[config.mk]
export PLATFORM = sky130hd
export DESIGN_NAME = sv32_walker
export DESIGN_NICKNAME = d
export VERILOG_FILES = /design/src/rtl/sv32_pkg.sv /design/src/rtl/sv32_pte_check.sv /design/src/rtl/sv32_addr_calc.sv /design/src/rtl/sv32_walker.sv
export SDC_FILE = /design/constraint.sdc
export NUM_CORES = 1
export LEC_CHECK = 0
export ABC_CLOCK_PERIOD_IN_PS = 4790
export BUFFER_PORTS_ARGS = -buffer_cell sky130_fd_sc_hd__buf_2
export CORE_AREA = 2 2 95 97
export CTS_BUF_LIST = sky130_fd_sc_hd__clkbuf_4 sky130_fd_sc_hd__clkbuf_8
export CTS_CLUSTER_DIAMETER = 40
export DETAILED_ROUTE_END_ITERATION = 10
export DIE_AREA = 0 0 97 99
export PLACE_DENSITY = 0.85
export SYNTH_ARGS = -nofsm -noshare
export SYNTH_HDL_FRONTEND = slang
export SYNTH_SLANG_ARGS = --single-unit
[constraint.sdc]
create_clock -name clk -period 4.79 [get_ports clk]
set_clock_uncertainty 0.05 [all_clocks]
set_input_delay 0.7185 -clock clk [delete_from_list [all_inputs] [get_ports clk]]
set_output_delay 0.7185 -clock clk [all_outputs]
set_load 0.02 [all_outputs]
[src/rtl/sv32_pkg.sv]
package sv32_pkg;

    localparam int unsigned VA_W    = 32;
    localparam int unsigned OFF_W   = 12;
    localparam int unsigned VPN_W   = 10;
    localparam int unsigned PPN_W   = 22;
    localparam int unsigned PTE_W   = 32;
    localparam int unsigned FULL_PA = PPN_W + OFF_W;

    typedef enum logic [1:0] {
        ACC_LOAD  = 2'd0,
        ACC_STORE = 2'd1,
        ACC_FETCH = 2'd2,
        ACC_NONE  = 2'd3
    } acc_e;

    typedef struct packed {
        logic [PPN_W-1:0] ppn;
        logic [1:0]       rsw;
        logic             d;
        logic             a;
        logic             g;
        logic             u;
        logic             x;
        logic             w;
        logic             r;
        logic             v;
    } pte_t;

    typedef enum logic [2:0] {
        ST_IDLE = 3'd0,
        ST_RD1  = 3'd1,
        ST_WT1  = 3'd2,
        ST_RD0  = 3'd3,
        ST_WT0  = 3'd4
    } walk_st_e;

    typedef enum logic [1:0] {
        PTE_NEXT  = 2'd0,
        PTE_LEAF  = 2'd1,
        PTE_FAULT = 2'd2
    } pte_kind_e;

endpackage

[src/rtl/sv32_pte_check.sv]
module sv32_pte_check
    import sv32_pkg::*;
(
    input  pte_t      pte,
    input  logic      top_level,
    input  acc_e      acc,
    input  logic      sup,
    output pte_kind_e kind
);

    logic bad_enc;
    logic is_link;
    logic misalign;
    logic perm_ok;
    logic mode_ok;
    logic ad_ok;
    logic unused_pte_bits;

    assign unused_pte_bits = ^{pte.rsw, pte.g, pte.ppn[PPN_W-1:VPN_W]};

    always_comb begin
        bad_enc  = !pte.v || (pte.w && !pte.r);
        is_link  = !pte.x && !pte.w && !pte.r;
        misalign = top_level && (pte.ppn[VPN_W-1:0] != '0);
        unique case (acc)
            ACC_LOAD:  perm_ok = pte.r;
            ACC_STORE: perm_ok = pte.w;
            ACC_FETCH: perm_ok = pte.x;
            default:   perm_ok = 1'b0;
        endcase
        mode_ok = sup ? !pte.u : pte.u;
        ad_ok   = pte.a && ((acc != ACC_STORE) || pte.d);

        if (bad_enc) begin
            kind = PTE_FAULT;
        end else if (is_link) begin
            kind = top_level ? PTE_NEXT : PTE_FAULT;
        end else if (!misalign && perm_ok && mode_ok && ad_ok) begin
            kind = PTE_LEAF;
        end else begin
            kind = PTE_FAULT;
        end
    end

endmodule

[src/rtl/sv32_addr_calc.sv]
module sv32_addr_calc
    import sv32_pkg::*;
#(
    parameter int unsigned PA_W = 26
) (
    input  logic [PPN_W-1:0] root_ppn,
    input  logic [PPN_W-1:0] link_ppn,
    input  logic [PPN_W-1:0] leaf_ppn,
    input  logic [VA_W-1:0]  vaddr,
    output logic [PA_W-1:0]  l1_addr,
    output logic [PA_W-1:0]  l0_addr,
    output logic [PA_W-1:0]  super_pa,
    output logic [PA_W-1:0]  page_pa
);

    localparam int unsigned VPN1_LO = OFF_W + VPN_W;

    logic [VPN_W-1:0]   vpn1;
    logic [VPN_W-1:0]   vpn0;
    logic [OFF_W-1:0]   offs;
    logic [FULL_PA-1:0] l1_full;
    logic [FULL_PA-1:0] l0_full;
    logic [FULL_PA-1:0] sp_full;
    logic [FULL_PA-1:0] pg_full;

    always_comb begin
        vpn1    = vaddr[VA_W-1:VPN1_LO];
        vpn0    = vaddr[VPN1_LO-1:OFF_W];
        offs    = vaddr[OFF_W-1:0];
        l1_full = {root_ppn, vpn1, 2'b00};
        l0_full = {link_ppn, vpn0, 2'b00};
        sp_full = {leaf_ppn[PPN_W-1:VPN_W], vpn0, offs};
        pg_full = {leaf_ppn, offs};
        l1_addr  = PA_W'(l1_full);
        l0_addr  = PA_W'(l0_full);
        super_pa = PA_W'(sp_full);
        page_pa  = PA_W'(pg_full);
    end

endmodule

[src/rtl/sv32_walker.sv]
module sv32_walker
    import sv32_pkg::*;
#(
    parameter int unsigned PA_W = 26
) (
    input  logic            clk,
    input  logic            rst_n,
    input  logic            req_valid,
    output logic            req_ready,
    input  logic [31:0]     req_vaddr,
    input  logic [1:0]      req_acc,
    input  logic            req_priv,
    input  logic [31:0]     satp,
    output logic            mem_rd_en,
    output logic [PA_W-1:0] mem_rd_addr,
    input  logic [31:0]     mem_rd_data,
    output logic            resp_valid,
    output logic            resp_fault,
    output logic [1:0]      resp_acc,
    output logic [PA_W-1:0] resp_paddr
);

    typedef struct packed {
        walk_st_e         st;
        logic [VA_W-1:0]  va;
        acc_e             acc;
        logic             sup;
        logic [PPN_W-1:0] root;
        logic [PPN_W-1:0] link;
        logic             rv;
        logic             rf;
        acc_e             racc;
        logic [PA_W-1:0]  rpa;
    } walk_state_t;

    walk_state_t state_d, state_q;

    pte_t            pte_in;
    pte_kind_e       kind;
    logic [PA_W-1:0] l1_addr;
    logic [PA_W-1:0] l0_addr;
    logic [PA_W-1:0] super_pa;
    logic [PA_W-1:0] page_pa;
    logic            unused_satp_hi;

    assign pte_in         = pte_t'(mem_rd_data);
    assign unused_satp_hi = ^satp[31:PPN_W];

    sv32_pte_check u_check (
        .pte       (pte_in),
        .top_level (state_q.st == ST_WT1),
        .acc       (state_q.acc),
        .sup       (state_q.sup),
        .kind      (kind)
    );

    sv32_addr_calc #(.PA_W(PA_W)) u_addr (
        .root_ppn (state_q.root),
        .link_ppn (state_q.link),
        .leaf_ppn (pte_in.ppn),
        .vaddr    (state_q.va),
        .l1_addr  (l1_addr),
        .l0_addr  (l0_addr),
        .super_pa (super_pa),
        .page_pa  (page_pa)
    );

    always_comb begin
        state_d    = state_q;
        state_d.rv = 1'b0;
        unique case (state_q.st)
            ST_IDLE: begin
                if (req_valid) begin
                    state_d.st   = ST_RD1;
                    state_d.va   = req_vaddr;
                    state_d.acc  = acc_e'(req_acc);
                    state_d.sup  = req_priv;
                    state_d.root = satp[PPN_W-1:0];
                end
            end
            ST_RD1: state_d.st = ST_WT1;
            ST_WT1: begin
                unique case (kind)
                    PTE_NEXT: begin
                        state_d.st   = ST_RD0;
                        state_d.link = pte_in.ppn;
                    end
                    PTE_LEAF: begin
                        state_d.st   = ST_IDLE;
                        state_d.rv   = 1'b1;
                        state_d.rf   = 1'b0;
                        state_d.racc = state_q.acc;
                        state_d.rpa  = super_pa;
                    end
                    default: begin
                        state_d.st   = ST_IDLE;
                        state_d.rv   = 1'b1;
                        state_d.rf   = 1'b1;
                        state_d.racc = state_q.acc;
                        state_d.rpa  = '0;
                    end
                endcase
            end
            ST_RD0: state_d.st = ST_WT0;
            ST_WT0: begin
                state_d.st   = ST_IDLE;
                state_d.rv   = 1'b1;
                state_d.racc = state_q.acc;
                if (kind == PTE_LEAF) begin
                    state_d.rf  = 1'b0;
                    state_d.rpa = page_pa;
                end else begin
                    state_d.rf  = 1'b1;
                    state_d.rpa = '0;
                end
            end
            default: state_d.st = ST_IDLE;
        endcase
    end

    always_ff @(posedge clk or negedge rst_n) begin
        if (!rst_n) begin
            state_q <= '0;
        end else begin
            state_q <= state_d;
        end
    end

    assign req_ready   = (state_q.st == ST_IDLE);
    assign mem_rd_en   = (state_q.st == ST_RD1) || (state_q.st == ST_RD0);
    assign mem_rd_addr = (state_q.st == ST_RD0) ? l0_addr : l1_addr;
    assign resp_valid  = state_q.rv;
    assign resp_fault  = state_q.rf;
    assign resp_acc    = state_q.racc;
    assign resp_paddr  = state_q.rpa;

endmodule

==> metrics.txt, run 1 <==
# TYPE chip_impl_metric gauge
chip_impl_info{name="run_status",value="finished, final reports clean"} 1
chip_impl_metric{name="globalRoute.totalOverflow",unit=""} 0
chip_impl_metric{name="netSwitchingPower",unit="uW"} 1220
chip_impl_info{name="post_synth_main_area_contributors",value="dfrtp_1, mux2_1, o31ai_2"} 1
chip_impl_info{name="hold_path.class",value="in2async"} 1
chip_impl_metric{name="clockPowerShare",unit="%"} 17.3
chip_impl_info{name="worstSetupEndpointType",value="primary output"} 1
chip_impl_metric{name="grt_antenna_before_repair",unit=""} 0
chip_impl_metric{name="drt-vias-per-instance",unit=""} 5.37
chip_impl_metric{name="layoutNonFillerInstCount",unit=""} 565
chip_impl_metric{name="floorplan.core_area",unit="mm^2"} 0.00855
chip_impl_info{name="r2r_start",value="state_q[110]"} 1
chip_impl_metric{name="gate_count_of_the_mapped_netlist",unit=""} 362
chip_impl_metric{name="setup.reg_to_reg.worst_slack",unit="ns"} 1.78
chip_impl_metric{name="timing.critical_path.fanout_max",unit=""} 25
chip_impl_metric{name="number_of_distinct_library_cells_after_synthesis",unit=""} 38
chip_impl_info{name="r2r_end",value="resp_fault"} 1
chip_impl_metric{name="drc_errors",unit=""} 0
chip_impl_metric{name="design.die.area",unit="mm^2"} 0.00960
chip_impl_metric{name="cts.repair_timing.setup_buffer_count",unit=""} 0
chip_impl_metric{name="clock.fmax",unit="MHz"} 310
chip_impl_metric{name="route.vias.total",unit=""} 3036
chip_impl_metric{name="synth.top_cell.area_share",unit="%"} 52.7
chip_impl_metric{name="area_growth_from_synthesis_to_layout",unit="%"} 14.5
chip_impl_metric{name="power.share.switching",unit="%"} 39.5
chip_impl_metric{name="power_report.internal_total",unit="uW"} 1870
chip_impl_metric{name="finalSetupViolCount",unit=""} 0
chip_impl_metric{name="finalNetCount",unit=""} 554
chip_impl_metric{name="cts_buffers",unit=""} 9
chip_impl_metric{name="seq_power_share",unit="%"} 41.8
chip_impl_metric{name="cts-htree-levels",unit=""} 3
chip_impl_info{name="top_post_synthesis_cells_by_count",value="dfrtp_1, mux2_1, buf_4"} 1
chip_impl_metric{name="cp.arrival",unit="ns"} 2.46
chip_impl_metric{name="dr.first_iter.drc_count",unit=""} 119
chip_impl_info{name="startpoint_type",value="flip-flop"} 1
chip_impl_metric{name="sequential_cell_area",unit="mm^2"} 0.00240
chip_impl_metric{name="final_hold_viol_count",unit=""} 0
chip_impl_metric{name="portBuffers",unit=""} 128
chip_impl_metric{name="synth_warnings",unit=""} 0
chip_impl_metric{name="std_cell_rows",unit=""} 34
chip_impl_metric{name="antennaDiodeCount",unit=""} 0
chip_impl_metric{name="die_w",unit="um"} 97
chip_impl_info{name="ys_dominant_reg_cell",value="dfrtp_1"} 1
chip_impl_metric{name="io_pins",unit=""} 160
chip_impl_metric{name="cellPowerDensity",unit="mW/mm^2"} 592
chip_impl_metric{name="area_of_the_multi_input_gates",unit="mm^2"} 0.00176
chip_impl_metric{name="first_global_vias",unit=""} 3236
chip_impl_metric{name="met3_usage",unit="%"} 5.82
chip_impl_metric{name="maxCapViolations",unit=""} 0
chip_impl_metric{name="gp_congestion",unit=""} 0.800
chip_impl_metric{name="cts.path.max_buffers",unit=""} 2
chip_impl_metric{name="fraction_of_the_cycle_the_final_worst_path_needs",unit="%"} 67.3
chip_impl_metric{name="syn_area_per_cell",unit="um^2"} 12.6
chip_impl_info{name="busiest_layer",value="met2"} 1
chip_impl_metric{name="grt_first_pass_wirelength",unit="mm"} 16.2
chip_impl_metric{name="path_clk_slew",unit="ns"} 0.09
chip_impl_metric{name="slew_viol_final",unit=""} 0
chip_impl_metric{name="met1_usage",unit="%"} 28.7
chip_impl_metric{name="tritoncts_num_sinks",unit=""} 96
chip_impl_metric{name="synthArstFlopShare",unit="%"} 100
chip_impl_info{name="rsz_0062_raised_after_global_routing",value="no"} 1
chip_impl_metric{name="clk_latency",unit="ns"} 0.35
chip_impl_metric{name="tightestPinTransition",unit="ns"} 1.12
chip_impl_info{name="post-synth-top-count-cell",value="dfrtp_1"} 1
chip_impl_metric{name="pwr-share-comb",unit="%"} 40.9
chip_impl_metric{name="fin_util",unit="%"} 61.1
chip_impl_metric{name="drive_gt1_share",unit="%"} 38.7
chip_impl_metric{name="nFillCells",unit=""} 677
chip_impl_info{name="synth.largest_area_cell",value="dfrtp_1"} 1
chip_impl_metric{name="place.detailed.hpwl",unit="mm"} 6.80
chip_impl_metric{name="syn_area",unit="mm^2"} 0.00456
chip_impl_metric{name="chipHeight",unit="um"} 99
chip_impl_metric{name="synth-seq-area-share",unit="%"} 52.7
chip_impl_metric{name="drt.antenna.violating_nets",unit=""} 0
chip_impl_metric{name="synth_enable_flop_cells",unit=""} 0
chip_impl_metric{name="initial_core_util",unit="%"} 53.3
chip_impl_info{name="tritoncts",value="built"} 1
chip_impl_metric{name="totalNegativeSetupSlack",unit="ns"} 0
chip_impl_metric{name="routed_length_per_placed_instance",unit="um"} 16.9
chip_impl_metric{name="met2_demand_to_capacity_share_in_global_routing",unit="%"} 32.4
chip_impl_metric{name="total_routing_usage_gr",unit="%"} 21.0
chip_impl_metric{name="instance_count_after_placement_with_tap_cells_included",unit=""} 549
chip_impl_metric{name="drt-total-wl",unit="mm"} 9.55
chip_impl_metric{name="drt-pass1-iter-count",unit=""} 4
chip_impl_metric{name="worst_slew_margin_rel",unit="%"} 25.2
chip_impl_metric{name="layout_min_cycle_time",unit="ns"} 3.23
chip_impl_metric{name="length_in_cells_of_the_worst_reg_to_reg_path",unit=""} 5
chip_impl_metric{name="ys_ff_latch",unit=""} 96
chip_impl_metric{name="cts_resized",unit=""} 0
chip_impl_metric{name="critPathRequiredTime",unit="ns"} 4.02
chip_impl_metric{name="grt_max_degree",unit=""} 56
chip_impl_info{name="cts_root_buffer",value="clkbuf_8"} 1
chip_impl_metric{name="vdd.ir_drop.worst",unit="V"} 0.000319
chip_impl_info{name="path_class",value="reg2out"} 1
chip_impl_metric{name="static-leakage-power",unit="uW"} 0.00250
chip_impl_metric{name="cts.hold.buffers_added",unit=""} 0
[power by group through the flow]
| stage | logic (uW) | registers (uW) | clock network (uW) |
|---|---|---|---|
| global placement | 1240 | 1290 | 0 |
| floorplan | 1010 | 1240 | 0 |
| detailed placement | 1270 | 1310 | 0 |
| finish | 1260 | 1290 | 536 |
| global route | 1380 | 1340 | 588 |
| CTS | 1280 | 1290 | 546 |
[cells by family (layout without fill, tap and decap cells)]
family,after synthesis,count (layout),share of synthesized area [%]
multiplexers,80,80,19.7
other,1,2,0.0823
AO/OA/AOI/OAI,79,79,13.8
flip-flops,96,96,52.7
buffers and inverters,69,163,8.87
XOR/XNOR,1,1,0.192
AND/OR/NAND/NOR,36,36,4.61
[flip-flops by register name (all words and copies together), names as in the netlist]
name,flops
resp_valid,1
state_q,66
resp_fault,1
resp_paddr,26
resp_acc,2
[through the flow]
step	setup WS (ns)	total power [uW]	hold slack, ns	instance area [um^2]
floorplan	2.26	2250	0.373	4560
global placement	1.38	2530	0.413	5020
detailed placement	1.34	2580	0.421	5020
CTS	1.53	3120	0.364	5220
global route	1.33	3310	0.382	5220
finish	1.56	3090	0.345	5220
[critical path, stage by stage, from the launching register on]
cell	delay, ns
dfrtp_1	0.43
nor2b_1	0.22
nand2_1	0.69
mux2_1	0.59
buf_2	0.17
[layout make-up]
| cell class | count | share of cell area, % |
|---|---|---|
| flip-flops and latches | 96 | 46.0 |
| multi-input cells | 198 | 33.6 |
| repair buffers | 131 | 12.7 |
| clock buffers | 11 | 2.78 |
| well taps | 108 | 2.59 |
| inverters | 16 | 1.15 |
| clock inverters | 5 | 1.08 |
[worst max-delay path by stage]
stage / end / start / depth (start not counted)
floorplan: mem_rd_addr[10] / state_q[111] / 4
global placement: resp_fault / mem_rd_data[1] / 6
detailed placement: resp_fault / mem_rd_data[1] / 6
CTS: mem_rd_addr[9] / state_q[111] / 4
global route: mem_rd_addr[9] / state_q[111] / 4
finish: mem_rd_addr[9] / state_q[111] / 4
[cell usage in the layout (no fill, tap or decap), types with 2 or more instances in the layout]
master    Yosys  final
a22oi_1      10     10
conb_1        1      2
inv_1        15     15
o31ai_1       2      2
mux2_2        2      2
o31ai_2      20     20
mux2_1       76     76
clkbuf_8      0     10
clkinv_2      0      2
nand2_1      14     14
o21ai_0      18     18
o21ai_1      26     26
dfrtp_1      96     96
nand4_1       4      4
buf_2         5    127
nor2b_1       3      3
nor3_1        2      2
mux2i_1       2      2
buf_4        31      4
[layer usage]
layer  vias up  routed length [um]
met5         -                   0
met4         0                 149
met3        15                 750
met2       119                4380
met1      1467                4280
li1       1435                   -
(Power assumes the default switching activity.)
==> inputs of run 2 (changes only) <==
Settings changed: ABC_AREA set to 1, ABC_CLOCK_PERIOD_IN_PS 4790 to 3200, CORE_AREA 2 2 95 97 to 2 2 96 98, DIE_AREA 0 0 97 99 to 0 0 98 100, PLACE_DENSITY 0.85 to 0.82.
Clock period 4.79 ns to 3.2 ns, I/O delays scaled along.
==> run 2 against run 1 <==
Effect of this change:
- combinational power increased by 60%
- worst setup slack worse by 1.1 ns
- clock power increased by 52%
- power up 54%
- critical path depth is 3 higher
- sequential cell count did not move
- global-route usage down 0.43 points
- via count is 12% higher
- first-iteration DRC count grew 73%
- synthesized area decreased by 1.6%
- critical path type unchanged
==> metrics.txt, run 2 <==
# TYPE chip_impl_metric gauge
chip_impl_info{name="run_status",value="finished, final reports clean"} 1
chip_impl_metric{name="route.vias.total",unit=""} 3400
chip_impl_metric{name="drt-pass1-iter-count",unit=""} 4
chip_impl_metric{name="tightestPinTransition",unit="ns"} 0.747
chip_impl_metric{name="totalNegativeSetupSlack",unit="ns"} 0
chip_impl_info{name="layout_commonest_cell",value="nand2_1"} 1
chip_impl_metric{name="synth_warnings",unit=""} 0
chip_impl_metric{name="gp_congestion",unit=""} 0.833
chip_impl_metric{name="ys_ff_latch",unit=""} 96
chip_impl_metric{name="cellPowerDensity",unit="mW/mm^2"} 926
chip_impl_metric{name="maxCapViolations",unit=""} 0
chip_impl_info{name="post_synth_main_area_contributors",value="dfrtp_1, nand2_1, mux2_2"} 1
chip_impl_metric{name="cp.arrival",unit="ns"} 2.16
chip_impl_metric{name="slew_viol_final",unit=""} 0
chip_impl_metric{name="synthArstFlopShare",unit="%"} 100
chip_impl_metric{name="dr.first_iter.drc_count",unit=""} 206
chip_impl_info{name="r2r_end",value="resp_acc[1]"} 1
chip_impl_metric{name="design.die.area",unit="mm^2"} 0.00980
chip_impl_info{name="cts_root_buffer",value="clkbuf_8"} 1
chip_impl_metric{name="grt_first_pass_wirelength",unit="mm"} 15.9
chip_impl_metric{name="drt.antenna.violating_nets",unit=""} 0
chip_impl_metric{name="io_pins",unit=""} 160
chip_impl_metric{name="tritoncts_num_sinks",unit=""} 96
chip_impl_metric{name="initial_core_util",unit="%"} 50.5
chip_impl_metric{name="std_cell_rows",unit=""} 35
chip_impl_info{name="path_class",value="reg2out"} 1
chip_impl_metric{name="chipHeight",unit="um"} 100
chip_impl_metric{name="cts_resized",unit=""} 0
chip_impl_info{name="hold_path.class",value="in2async"} 1
chip_impl_info{name="synth.largest_area_cell",value="dfrtp_1"} 1
chip_impl_metric{name="drc_errors",unit=""} 0
chip_impl_metric{name="cts.path.max_buffers",unit=""} 2
chip_impl_metric{name="timing.critical_path.fanout_max",unit=""} 34
chip_impl_metric{name="grt_antenna_before_repair",unit=""} 0
chip_impl_metric{name="setup.reg_to_reg.worst_slack",unit="ns"} 0.96
chip_impl_metric{name="setup_ws",unit="ns"} 0.508
chip_impl_metric{name="place.detailed.hpwl",unit="mm"} 7.13
chip_impl_info{name="largest-register",value="state_q"} 1
chip_impl_info{name="rsz_0062_raised_after_global_routing",value="no"} 1
chip_impl_metric{name="routed_length_per_placed_instance",unit="um"} 14.8
chip_impl_metric{name="cts.repair_timing.setup_buffer_count",unit=""} 0
chip_impl_metric{name="first_global_vias",unit=""} 3251
chip_impl_metric{name="drt-vias-per-instance",unit=""} 5.04
chip_impl_metric{name="area_growth_from_synthesis_to_layout",unit="%"} 14.4
chip_impl_metric{name="vdd.ir_drop.worst",unit="V"} 0.000571
chip_impl_metric{name="portBuffers",unit=""} 128
chip_impl_metric{name="worst_slew_margin_rel",unit="%"} 50.2
chip_impl_metric{name="clock.fmax",unit="MHz"} 371
chip_impl_metric{name="drt-total-wl",unit="mm"} 10.0
chip_impl_info{name="post-synth-top-count-cell",value="nand2_1"} 1
chip_impl_metric{name="preCtsSetupSlack",unit="ns"} 0.909
chip_impl_metric{name="finalSetupViolCount",unit=""} 0
chip_impl_info{name="tritoncts",value="built"} 1
chip_impl_info{name="worstSetupEndpointType",value="primary output"} 1
chip_impl_metric{name="synth.top_cell.area_share",unit="%"} 53.6
chip_impl_metric{name="path_clk_slew",unit="ns"} 0.10
chip_impl_metric{name="fraction_of_the_cycle_the_final_worst_path_needs",unit="%"} 84.1
chip_impl_metric{name="grt_max_degree",unit=""} 64
chip_impl_metric{name="finalNetCount",unit=""} 661
chip_impl_metric{name="floorplan.core_area",unit="mm^2"} 0.00889
chip_impl_info{name="startpoint_type",value="flip-flop"} 1
chip_impl_metric{name="instance_count_after_placement_with_tap_cells_included",unit=""} 659
chip_impl_metric{name="gate_count_of_the_mapped_netlist",unit=""} 469
chip_impl_info{name="r2r_start",value="state_q[111]"} 1
chip_impl_metric{name="layoutNonFillerInstCount",unit=""} 675
chip_impl_metric{name="critPathRequiredTime",unit="ns"} 2.67
chip_impl_metric{name="fin_util",unit="%"} 57.7
chip_impl_metric{name="die_w",unit="um"} 98
chip_impl_metric{name="cts_buffers",unit=""} 9
chip_impl_metric{name="layout_min_cycle_time",unit="ns"} 2.69
chip_impl_metric{name="cts.hold.buffers_added",unit=""} 0
chip_impl_metric{name="syn_area",unit="mm^2"} 0.00449
chip_impl_metric{name="cts-htree-levels",unit=""} 3
chip_impl_metric{name="largest_register_ff_count",unit=""} 66
chip_impl_metric{name="antennaDiodeCount",unit=""} 0
chip_impl_metric{name="drive_gt1_share",unit="%"} 35.6
chip_impl_metric{name="total_routing_usage_gr",unit="%"} 20.5
chip_impl_metric{name="final_hold_viol_count",unit=""} 0
chip_impl_metric{name="length_in_cells_of_the_worst_reg_to_reg_path",unit=""} 5
chip_impl_info{name="top_post_synthesis_cells_by_count",value="nand2_1, dfrtp_1, mux2_2"} 1
chip_impl_metric{name="synth-seq-area-share",unit="%"} 53.6
chip_impl_metric{name="static-leakage-power",unit="uW"} 0.00281
chip_impl_metric{name="clk_latency",unit="ns"} 0.36
chip_impl_metric{name="synth_enable_flop_cells",unit=""} 0
chip_impl_info{name="commonest_non_fill_non_tap_cells_in_the_layout",value="nand2_1, buf_2, dfrtp_1"} 1
chip_impl_metric{name="globalRoute.totalOverflow",unit=""} 0
chip_impl_metric{name="syn_area_per_cell",unit="um^2"} 9.56
chip_impl_info{name="ys_dominant_reg_cell",value="dfrtp_1"} 1
chip_impl_metric{name="number_of_distinct_library_cells_after_synthesis",unit=""} 24
==> run 2: changes by cell type in the layout (fill, tap and decap cells not counted), sizes merged, moves of 3 or more <==
cell	change
a21oi	+12
a22oi	-10
inv	+21
mux2	-42
nand2	+120
nand3	+17
nand4	+13
nor2	+22
nor2b	-3
o21ai	-17
o22ai	+10
o31ai	-21
==> run 2: layer usage <==
metal | routed length [um] | GRT usage [%] | up-vias
li1 | - | - | 1671
met1 | 4420 | 27.8 | 1611
met2 | 4880 | 33.4 | 106
met3 | 532 | 4.81 | 12
met4 | 172 | 6.20 | 0
met5 | 0 | 0 | -
==> run 2: logic make-up (layout without fill, tap and decap cells) <==
group           count (synthesis)  after routing  share of synthesized area (%)
compound gates                 51             51                           6.61
buf+inv                        89            183                           11.6
other cells                     1              2                         0.0836
simple gates                  196            196                           19.1
flops                          96             96                           53.6
mux                            36             36                           9.04
==> run 2: worst max path at each step <==
stage | from | to | slack [ns] | cells after the start
finish | state_q[109] | mem_rd_addr[5] | 0.51 | 7
global route | state_q[109] | mem_rd_addr[5] | 0.37 | 7
CTS | state_q[109] | mem_rd_addr[5] | 0.51 | 7
detailed placement | state_q[109] | mem_rd_addr[5] | 0.91 | 7
global placement | state_q[109] | mem_rd_addr[11] | 0.98 | 7
floorplan | state_q[111] | mem_rd_addr[2] | 1.30 | 4
==> run 2: area by class of cell <==
class	instances	area, um^2
Fill cell	827	3760
Sequential cell	96	2400
Multi-Input combinational cell	285	1570
Timing Repair Buffer	131	678
Clock buffer	11	145
Tap cell	111	139
Inverter	36	135
Clock inverter	5	63.8
==> run 2: where the power goes <==
group          internal, uW  total, uW  switching (uW)
Sequential             1670       1910             239
Clock                   398        816             418
Combinational           752       2020            1270
Total                  2820       4750            1930
==> run 2: critical path: stages, from the launching register on <==
cell and delay [ns]:
dfrtp_1 0.45, inv_1 0.18, nor3_4 0.04, buf_4 0.21, inv_2 0.49, nand2_1 0.12
o21ai_1 0.12, buf_2 0.19
==> run 2: stage by stage <==
stage | hold WS [ns] | cell area, um^2 | power, uW
global route | 0.0958 | 5130 | 5070
finish | 0.0791 | 5130 | 4750
CTS | 0.0917 | 5130 | 4790
detailed placement | 0.411 | 4920 | 3970
floorplan | 0.134 | 4490 | 3510
global placement | 0.407 | 4920 | 3880
